### src/rtl/intr_route_pkg.sv
package intr_route_pkg;
  typedef enum logic [2:0] {
    SEL_ID, SEL_VER, SEL_ARB, SEL_TBL, SEL_NONE
  } sel_kind_e;

  localparam int RIRR_BIT  = 14;
  localparam int DSTAT_BIT = 12;
  localparam int MASK_BIT  = 16;
  localparam logic [7:0] OFF_SEL = 8'h00;
  localparam logic [7:0] OFF_WIN = 8'h10;
endpackage

### src/rtl/intr_route_decode.sv
module intr_route_decode
  import intr_route_pkg::*;
#(
  parameter int         NUM_PINS = 24,
  parameter logic [7:0] TBL_BASE = 8'h10,
  localparam int        EW       = $clog2(NUM_PINS)
) (
  input  logic [7:0]    sel,
  output sel_kind_e     kind,
  output logic [EW-1:0] ent,
  output logic          hi
);
  localparam logic [8:0] TBL_END = 9'(TBL_BASE) + 9'(2 * NUM_PINS);

  logic [7:0] rel;

  always_comb begin
    rel = sel - TBL_BASE;
    ent = rel[EW:1];
    hi  = rel[0];
    if (sel == 8'd0)                                      kind = SEL_ID;
    else if (sel == 8'd1)                                 kind = SEL_VER;
    else if (sel == 8'd2)                                 kind = SEL_ARB;
    else if (sel >= TBL_BASE && {1'b0, sel} < TBL_END)    kind = SEL_TBL;
    else                                                  kind = SEL_NONE;
  end
endmodule

### src/rtl/intr_route_slot.sv
module intr_route_slot
  import intr_route_pkg::*;
(
  input  logic        clk,
  input  logic        rst,
  input  logic        we_lo,
  input  logic        we_hi,
  input  logic [31:0] wdata,
  input  logic        rirr_we,
  input  logic        rirr_val,
  input  logic        dst_we,
  input  logic        dst_val,
  output logic [63:0] ent_q
);
  localparam logic [63:0] RST_VAL = 64'(1) << MASK_BIT;
  localparam logic [31:0] RO_MASK = (32'(1) << RIRR_BIT) | (32'(1) << DSTAT_BIT);

  always_ff @(posedge clk) begin
    if (rst) begin
      ent_q <= RST_VAL;
    end else begin
      if (we_hi) ent_q[63:32] <= wdata;
      if (we_lo) ent_q[31:0]  <= (wdata & ~RO_MASK) | (ent_q[31:0] & RO_MASK);
      // side port assignments come last so they own the status bits
      if (rirr_we) ent_q[RIRR_BIT]  <= rirr_val;
      if (dst_we)  ent_q[DSTAT_BIT] <= dst_val;
    end
  end
endmodule

### src/rtl/intr_route_regfile.sv
module intr_route_regfile
  import intr_route_pkg::*;
#(
  parameter int         NUM_PINS = 24,
  parameter int         ADDR_W   = 12,
  parameter int         ID_W     = 8,
  parameter logic [7:0] VERSION  = 8'h11,
  parameter logic [7:0] TBL_BASE = 8'h10,
  localparam int        EW       = $clog2(NUM_PINS)
) (
  input  logic                     clk,
  input  logic                     rst,
  input  logic [ADDR_W-1:0]        bus_addr,
  input  logic                     bus_wr,
  input  logic                     bus_rd,
  input  logic [31:0]              bus_wdata,
  output logic [31:0]              bus_rdata,
  input  logic [EW-1:0]            side_idx,
  input  logic                     side_rirr_we,
  input  logic                     side_rirr_val,
  input  logic                     side_dst_we,
  input  logic                     side_dst_val,
  output logic [NUM_PINS*64-1:0]   tbl_flat
);
  localparam logic [31:0] VER_WORD = {8'h00, 8'(NUM_PINS - 1), 8'h00, VERSION};

  logic [7:0]      off;
  logic [7:0]      sel_q;
  logic [ID_W-1:0] id_q;
  sel_kind_e       kind;
  logic [EW-1:0]   ent;
  logic            hi;
  logic            win_wr;
  logic [63:0]     ent_arr [NUM_PINS];
  logic [31:0]     win_val;
  logic [31:0]     rd_val;
  wire             unused_addr_hi = &{1'b0, bus_addr[ADDR_W-1:8]};

  assign off    = bus_addr[7:0];
  assign win_wr = bus_wr && (off == OFF_WIN);

  intr_route_decode #(.NUM_PINS(NUM_PINS), .TBL_BASE(TBL_BASE)) u_dec (
    .sel(sel_q), .kind(kind), .ent(ent), .hi(hi)
  );

  always_ff @(posedge clk) begin
    if (rst) begin
      sel_q <= '0;
      id_q  <= '0;
    end else begin
      if (bus_wr && off == OFF_SEL) sel_q <= bus_wdata[7:0];
      if (win_wr && kind == SEL_ID) id_q <= bus_wdata[31 -: ID_W];
    end
  end

  for (genvar g = 0; g < NUM_PINS; g++) begin : g_slot
    logic tbl_hit;
    logic side_hit;
    assign tbl_hit  = win_wr && (kind == SEL_TBL) && (ent == EW'(g));
    assign side_hit = (side_idx == EW'(g));

    intr_route_slot u_slot (
      .clk      (clk),
      .rst      (rst),
      .we_lo    (tbl_hit && !hi),
      .we_hi    (tbl_hit && hi),
      .wdata    (bus_wdata),
      .rirr_we  (side_hit && side_rirr_we),
      .rirr_val (side_rirr_val),
      .dst_we   (side_hit && side_dst_we),
      .dst_val  (side_dst_val),
      .ent_q    (ent_arr[g])
    );
    assign tbl_flat[g*64 +: 64] = ent_arr[g];
  end

  always_comb begin
    unique case (kind)
      SEL_ID:  win_val = {id_q, {(32 - ID_W){1'b0}}};
      SEL_VER: win_val = VER_WORD;
      SEL_ARB: win_val = '0;
      SEL_TBL: win_val = hi ? ent_arr[ent][63:32] : ent_arr[ent][31:0];
      default: win_val = '1;
    endcase
    if (off == OFF_SEL)      rd_val = {24'h0, sel_q};
    else if (off == OFF_WIN) rd_val = win_val;
    else                     rd_val = '0;
  end

  always_ff @(posedge clk) begin
    if (rst)         bus_rdata <= '0;
    else if (bus_rd) bus_rdata <= rd_val;
  end
endmodule

### config.mk
export PLATFORM = sky130hd
export DESIGN_NAME = intr_route_regfile
export DESIGN_NICKNAME = d
export VERILOG_FILES = /design/src/rtl/intr_route_pkg.sv /design/src/rtl/intr_route_decode.sv /design/src/rtl/intr_route_slot.sv /design/src/rtl/intr_route_regfile.sv
export SDC_FILE = /design/constraint.sdc
export NUM_CORES = 2
export LEC_CHECK = 0
export CAP_MARGIN = 20
export CORE_AREA = 2 2 628 630
export CTS_CLUSTER_DIAMETER = 100
export CTS_CLUSTER_SIZE = 12
export DETAILED_ROUTE_END_ITERATION = 7
export DIE_AREA = 0 0 630 632
export DONT_BUFFER_PORTS = 1
export PLACE_DENSITY = 0.41
export SYNTH_ARGS = -nofsm -noshare
export SYNTH_HDL_FRONTEND = slang
export SYNTH_SLANG_ARGS = --single-unit
### constraint.sdc
create_clock -name clk -period 4.3 [get_ports clk]
set_input_delay 0.645 -clock clk [delete_from_list [all_inputs] [get_ports clk]]
set_output_delay 0.645 -clock clk [all_outputs]
set_load 0.02 [all_outputs]
==> impl_table.tex <==
\begin{tabular}{lr}
\hline
Metric & Value \\
\hline
\multicolumn{2}{l}{\textbf{Logic synthesis}} \\
Proportion of netlist area held by the largest area contributor & 44.5\% \\
Proportion of synthesized chip area in sequential cells & 44.5\% \\
Yosys warns & 0 \\
Cell count after synthesis & 8,004 \\
Fraction of registers with async set or reset after synthesis & 0\% \\
Cell types occupying the most area after synthesis & sky130\_fd\_sc\_hd\_\_dfxtp\_1 45\%, sky130\_fd\_sc\_hd\_\_mux4\_2 10\%, sky130\_fd\_sc\_hd\_\_o21ai\_0 8.4\%, sky130\_fd\_sc\_hd\_\_a21oi\_1 8.4\%, sky130\_fd\_sc\_hd\_\_nand3\_1 8.1\% \\
Leading register cell type out of synthesis & sky130\_fd\_sc\_hd\_\_dfxtp\_1 \\
Mapped cell area & 71,200 sq um \\
Post-Syn Area per Cell & 8.90 sq um \\
Register bit count reported by yosys & 1,584 \\
EDFF count, synth & 0 \\
Unique masters post-synth & 55 \\
Syn nets & 8,064 \\
Biggest area consumer among synthesized cells & sky130\_fd\_sc\_hd\_\_dfxtp\_1 \\
\multicolumn{2}{l}{\textbf{Job}} \\
Number of max-cap violations & 0 \\
\multicolumn{2}{l}{\textbf{Setup path}} \\
Worst r2r src & sel\_q[4]\$\_SDFFE\_PP0P\_ \\
CP peak stage delay & 0.65 ns \\
Crit-path cells & buf\_4, ha\_1, or4b\_1, o21ai\_1, nand4\_1, buf\_12, o21ai\_0, a21oi\_1 \\
Critical path class & register to register \\
Startpoint Class & register \\
R2r worst-path depth & 8 \\
Crit path max fanout & 176 \\
Reg-to-Reg End & g\_slot[18].u\_slot.ent\_q[33]\$\_SDFFE\_PP0P\_ \\
Kind of capture point of the worst setup path & register \\
Buf+Inv Stages, Crit Path & 2 \\
CP Data Required Time & 5.02 ns \\
Worst reg2reg setup slack & 0.16 ns \\
Worst endpoint data arrival time & 4.86 ns \\
Cell family with the largest share of critical-path delay & compound AO/OA/AOI/OAI gates \\
Slowest stage cell on the critical path & sky130\_fd\_sc\_hd\_\_o21ai\_0 \\
\multicolumn{2}{l}{\textbf{Clock tree}} \\
Clock insertion delay at the later pin of the skew report & 0.95 ns \\
Clock root cell & sky130\_fd\_sc\_hd\_\_clkbuf\_16 \\
CTS Buffer Depth & 4 \\
Clk sink count & 1,584 \\
Register clock-pin slew on the reported worst setup and hold paths & 0.07 ns \\
Maximum level of the CTS H-tree & 4 \\
Clock tree from TritonCTS & done \\
Clock buffers created by TritonCTS & 166 \\
\multicolumn{2}{l}{\textbf{Global routing}} \\
GRT met3 Usage & 13.4\% \\
Number of antenna violations at the first check in global routing & 107 \\
Grt ovf & 0 \\
Wire length of the first global-routing pass & 787,000 microns \\
GR met1 Demand/Resource & 31.6\% \\
Largest net degree at the start of global routing & 208 \\
Vias in the first global route & 64,400 \\
Total GRT Usage & 30.4\% \\
Most crowded layer after global routing & met2 \\
Met2 layer usage reported by global route & 48.3\% \\
\multicolumn{2}{l}{\textbf{Min path}} \\
Path category of the worst min-delay check & input pin to register \\
Min-delay src & bus\_wdata[18] \\
WHS Endpoint & g\_slot[0].u\_slot.ent\_q[50]\$\_SDFFE\_PP0P\_ \\
Worst Hold Depth & 2 \\
\multicolumn{2}{l}{\textbf{STA}} \\
Normalized max-slew margin & -22.6\% \\
Final setup violation count & 0 \\
Post-route setup TNS & 0 ns \\
Final setup skew & 0.106 ns \\
Worst hold-check slack & 0.0164 ns \\
Fmax & 242 MHz \\
RSZ-0062 raised after global routing & false \\
Slew at the pin closest to its max-slew limit & 1.84 ns \\
Final hold viol count & 0 \\
Fraction of the cycle the final worst path needs & 96.2\% \\
Max Transition Viols Final & 83 \\
Crit path time final & 4.14 ns \\
\multicolumn{2}{l}{\textbf{Status}} \\
Result of the run & complete, but fails checks \\
Failing checks & max-slew violations \\
\multicolumn{2}{l}{\textbf{Route}} \\
Via density & 5.62 \\
DRC violation count after routing & 0 \\
First-pass detailed-route iteration total & 8 \\
Detailed router's first-iteration violation count & 10,400 \\
Total via count after detailed routing & 72,200 \\
Avg WL per Cell & 49.7 microns \\
Antenna Violating Nets Remaining & 0 \\
Total wirelength of the detailed-routed design & 639,000 microns \\
\multicolumn{2}{l}{\textbf{Die}} \\
Vertical die dimension & 632 microns \\
Row cnt & 230 \\
Die Area & 398,000 sq um \\
Starting utilization of the core area & 18.2\% \\
Core Footprint & 391,000 sq um \\
Top-level port count & 1,625 \\
Horizontal extent of the die & 630 microns \\
\multicolumn{2}{l}{\textbf{Cells and area}} \\
Utilization of the core after routing & 21.5\% \\
Multi-input gate area in the final layout & 35,800 sq um \\
Number of nets in the final layout & 7,594 \\
Combined flip-flop and latch cell area & 31,700 sq um \\
Share of layout cells above drive strength 1 & 14.2\% \\
Area growth, synth to finish & 17.9\% \\
Layout fillers & 42,400 \\
\multicolumn{2}{l}{\textbf{Pwr}} \\
VDD IR-drop max & 0.299 mV \\
Pleak & 27.1 nW \\
Pwr Density & 360 nW/um\^{}2 \\
\multicolumn{2}{l}{\textbf{Place}} \\
Number of buffers added on ports & 0 \\
Final HPWL from detailed placement & 440,000 microns \\
Routability Congestion & 0.936 \\
\hline
\end{tabular}
[logic make-up after synthesis]
kind of cell | after synthesis | synth area share, %
buffers and inverters | 1042 | 5.90
DFF | 1584 | 44.5
and+or+nand+nor | 1896 | 12.6
adders and majority gates | 3 | 0.0527
muxes | 826 | 17.4
AOI/OAI and AO/OA | 2653 | 19.5
[power breakdown]
part	leakage [nW]	switching [mW]	total (mW)	internal (mW)
combinational	12.1	1.03	1.26	0.230
clock	2.28	6.93	14.2	7.32
sequential	12.8	0.00925	14.7	14.7
total	27.1	7.97	30.2	22.2
[cell usage after synthesis, types with 9 or more instances]
library cell / number
sky130_fd_sc_hd__a221o_1: 52
sky130_fd_sc_hd__a221oi_1: 12
sky130_fd_sc_hd__nand2_1: 490
sky130_fd_sc_hd__nand4_1: 15
sky130_fd_sc_hd__mux2i_1: 397
sky130_fd_sc_hd__buf_2: 205
sky130_fd_sc_hd__buf_4: 10
sky130_fd_sc_hd__o21ai_0: 1202
sky130_fd_sc_hd__a31oi_1: 9
sky130_fd_sc_hd__o22ai_1: 131
sky130_fd_sc_hd__mux4_2: 320
sky130_fd_sc_hd__a2111oi_0: 12
sky130_fd_sc_hd__buf_1: 62
sky130_fd_sc_hd__dfxtp_1: 1584
sky130_fd_sc_hd__clkbuf_1: 758
sky130_fd_sc_hd__nand3_1: 1158
sky130_fd_sc_hd__nor4_1: 42
sky130_fd_sc_hd__nor2_1: 134
sky130_fd_sc_hd__mux2_2: 109
sky130_fd_sc_hd__a21oi_1: 1196
[worst register-to-register path: cells and delay by family (launching register included)]
kind / cells / cell delay [ns]
buf+inv: 2 / 0.64
fa+ha+maj: 1 / 0.19
simple gates: 2 / 0.90
flops: 1 / 0.33
compound gates: 3 / 1.94
[registers in the layout, summed over array words and instances, names as in the netlist]
signal               flops
g_slot.u_slot.ent_q   1536
id_q                     8
sel_q                    8
bus_rdata               32
[placed cells by master (no fill, tap or decap), types with 6 or more instances in the layout]
cell type / synthesis / final
sky130_fd_sc_hd__nor4_2: 0 / 16
sky130_fd_sc_hd__or4_1: 6 / 6
sky130_fd_sc_hd__nor2_4: 0 / 6
sky130_fd_sc_hd__nand4_1: 15 / 15
sky130_fd_sc_hd__buf_12: 0 / 124
sky130_fd_sc_hd__dlygate4sd3_1: 0 / 32
sky130_fd_sc_hd__nand2_4: 0 / 8
sky130_fd_sc_hd__inv_8: 0 / 7
sky130_fd_sc_hd__nand3_4: 0 / 11
sky130_fd_sc_hd__o22ai_1: 131 / 130
sky130_fd_sc_hd__a2111oi_0: 12 / 10
sky130_fd_sc_hd__buf_4: 10 / 216
sky130_fd_sc_hd__dfxtp_1: 1584 / 1579
sky130_fd_sc_hd__nand2_1: 490 / 481
sky130_fd_sc_hd__clkbuf_16: 0 / 168
sky130_fd_sc_hd__nand3_1: 1158 / 1146
sky130_fd_sc_hd__buf_16: 0 / 23
sky130_fd_sc_hd__o21ai_0: 1202 / 1202
sky130_fd_sc_hd__nand3b_1: 6 / 6
sky130_fd_sc_hd__mux2_2: 109 / 109
sky130_fd_sc_hd__a22o_1: 7 / 7
sky130_fd_sc_hd__nor2_1: 134 / 127
sky130_fd_sc_hd__a221o_1: 52 / 52
sky130_fd_sc_hd__nor4_1: 42 / 26
sky130_fd_sc_hd__a221oi_1: 12 / 12
sky130_fd_sc_hd__mux4_2: 320 / 320
sky130_fd_sc_hd__diode_2: 0 / 67
sky130_fd_sc_hd__a21oi_1: 1196 / 1195
sky130_fd_sc_hd__a22oi_1: 8 / 8
sky130_fd_sc_hd__mux2i_1: 397 / 397
sky130_fd_sc_hd__nor2b_1: 6 / 6
sky130_fd_sc_hd__inv_6: 0 / 9
sky130_fd_sc_hd__a31oi_1: 9 / 9
[worst max-delay path by stage]
| stage | startpoint | end | slack [ns] | cells after the start |
|---|---|---|---|---|
| finish | sel_q[4]$_SDFFE_PP0P_ | g_slot[18].u_slot.ent_q[33]$_SDFFE_PP0P_ | 0.16 | 8 |
| global route | sel_q[4]$_SDFFE_PP0P_ | g_slot[19].u_slot.ent_q[58]$_SDFFE_PP0P_ | 0.42 | 8 |
| CTS | sel_q[4]$_SDFFE_PP0P_ | g_slot[12].u_slot.ent_q[61]$_SDFFE_PP0P_ | 0.79 | 9 |
| detailed placement | bus_addr[5] | bus_rdata[1]$_SDFFE_PP0P_ | 0.56 | 6 |
| global placement | bus_addr[5] | bus_rdata[4]$_SDFFE_PP0P_ | 0.46 | 6 |
| floorplan | sel_q[4]$_SDFFE_PP0P_ | g_slot[16].u_slot.ent_q[10]$_SDFFE_PP0N_ | 0.98 | 12 |
[metrics by stage]
stage	setup slack (ns)	cell area, sq um	total power [mW]	std cells
after floorplan	0.976	71200	15.5	8004
after global placement	0.457	77500	15.5	12500
after global routing	0.423	83800	30.8	12800
after CTS	0.792	83700	30.3	12800
final	0.163	84000	30.2	12900
after detailed placement	0.557	77500	15.5	12500
[per-layer routing]
| layer | wire (microns) | up-vias |
|---|---|---|
| met3 | 78600 | 1199 |
| li1 | - | 28300 |
| met5 | 191 | - |
| met2 | 286000 | 5219 |
| met1 | 214000 | 37400 |
| met4 | 61100 | 30 |
[cell type report]
type | instances | share of cell area (%)
clock inverters | 30 | 0.463
flip-flops and latches | 1584 | 37.8
repair buffers | 397 | 6.06
diodes | 67 | 0.200
well taps | 5220 | 7.78
clock buffers | 176 | 5.08
multi-input cells | 5378 | 42.6
inverters | 7 | 0.0432
[repair_timing]
item / in CTS / in global routing
hold buffers: 81 / 6
buffers inserted: 0 / 0
endpoints found under the hold margin: 705 / 15
gates resized for setup: 0 / 0
(Power assumes the default switching activity.)
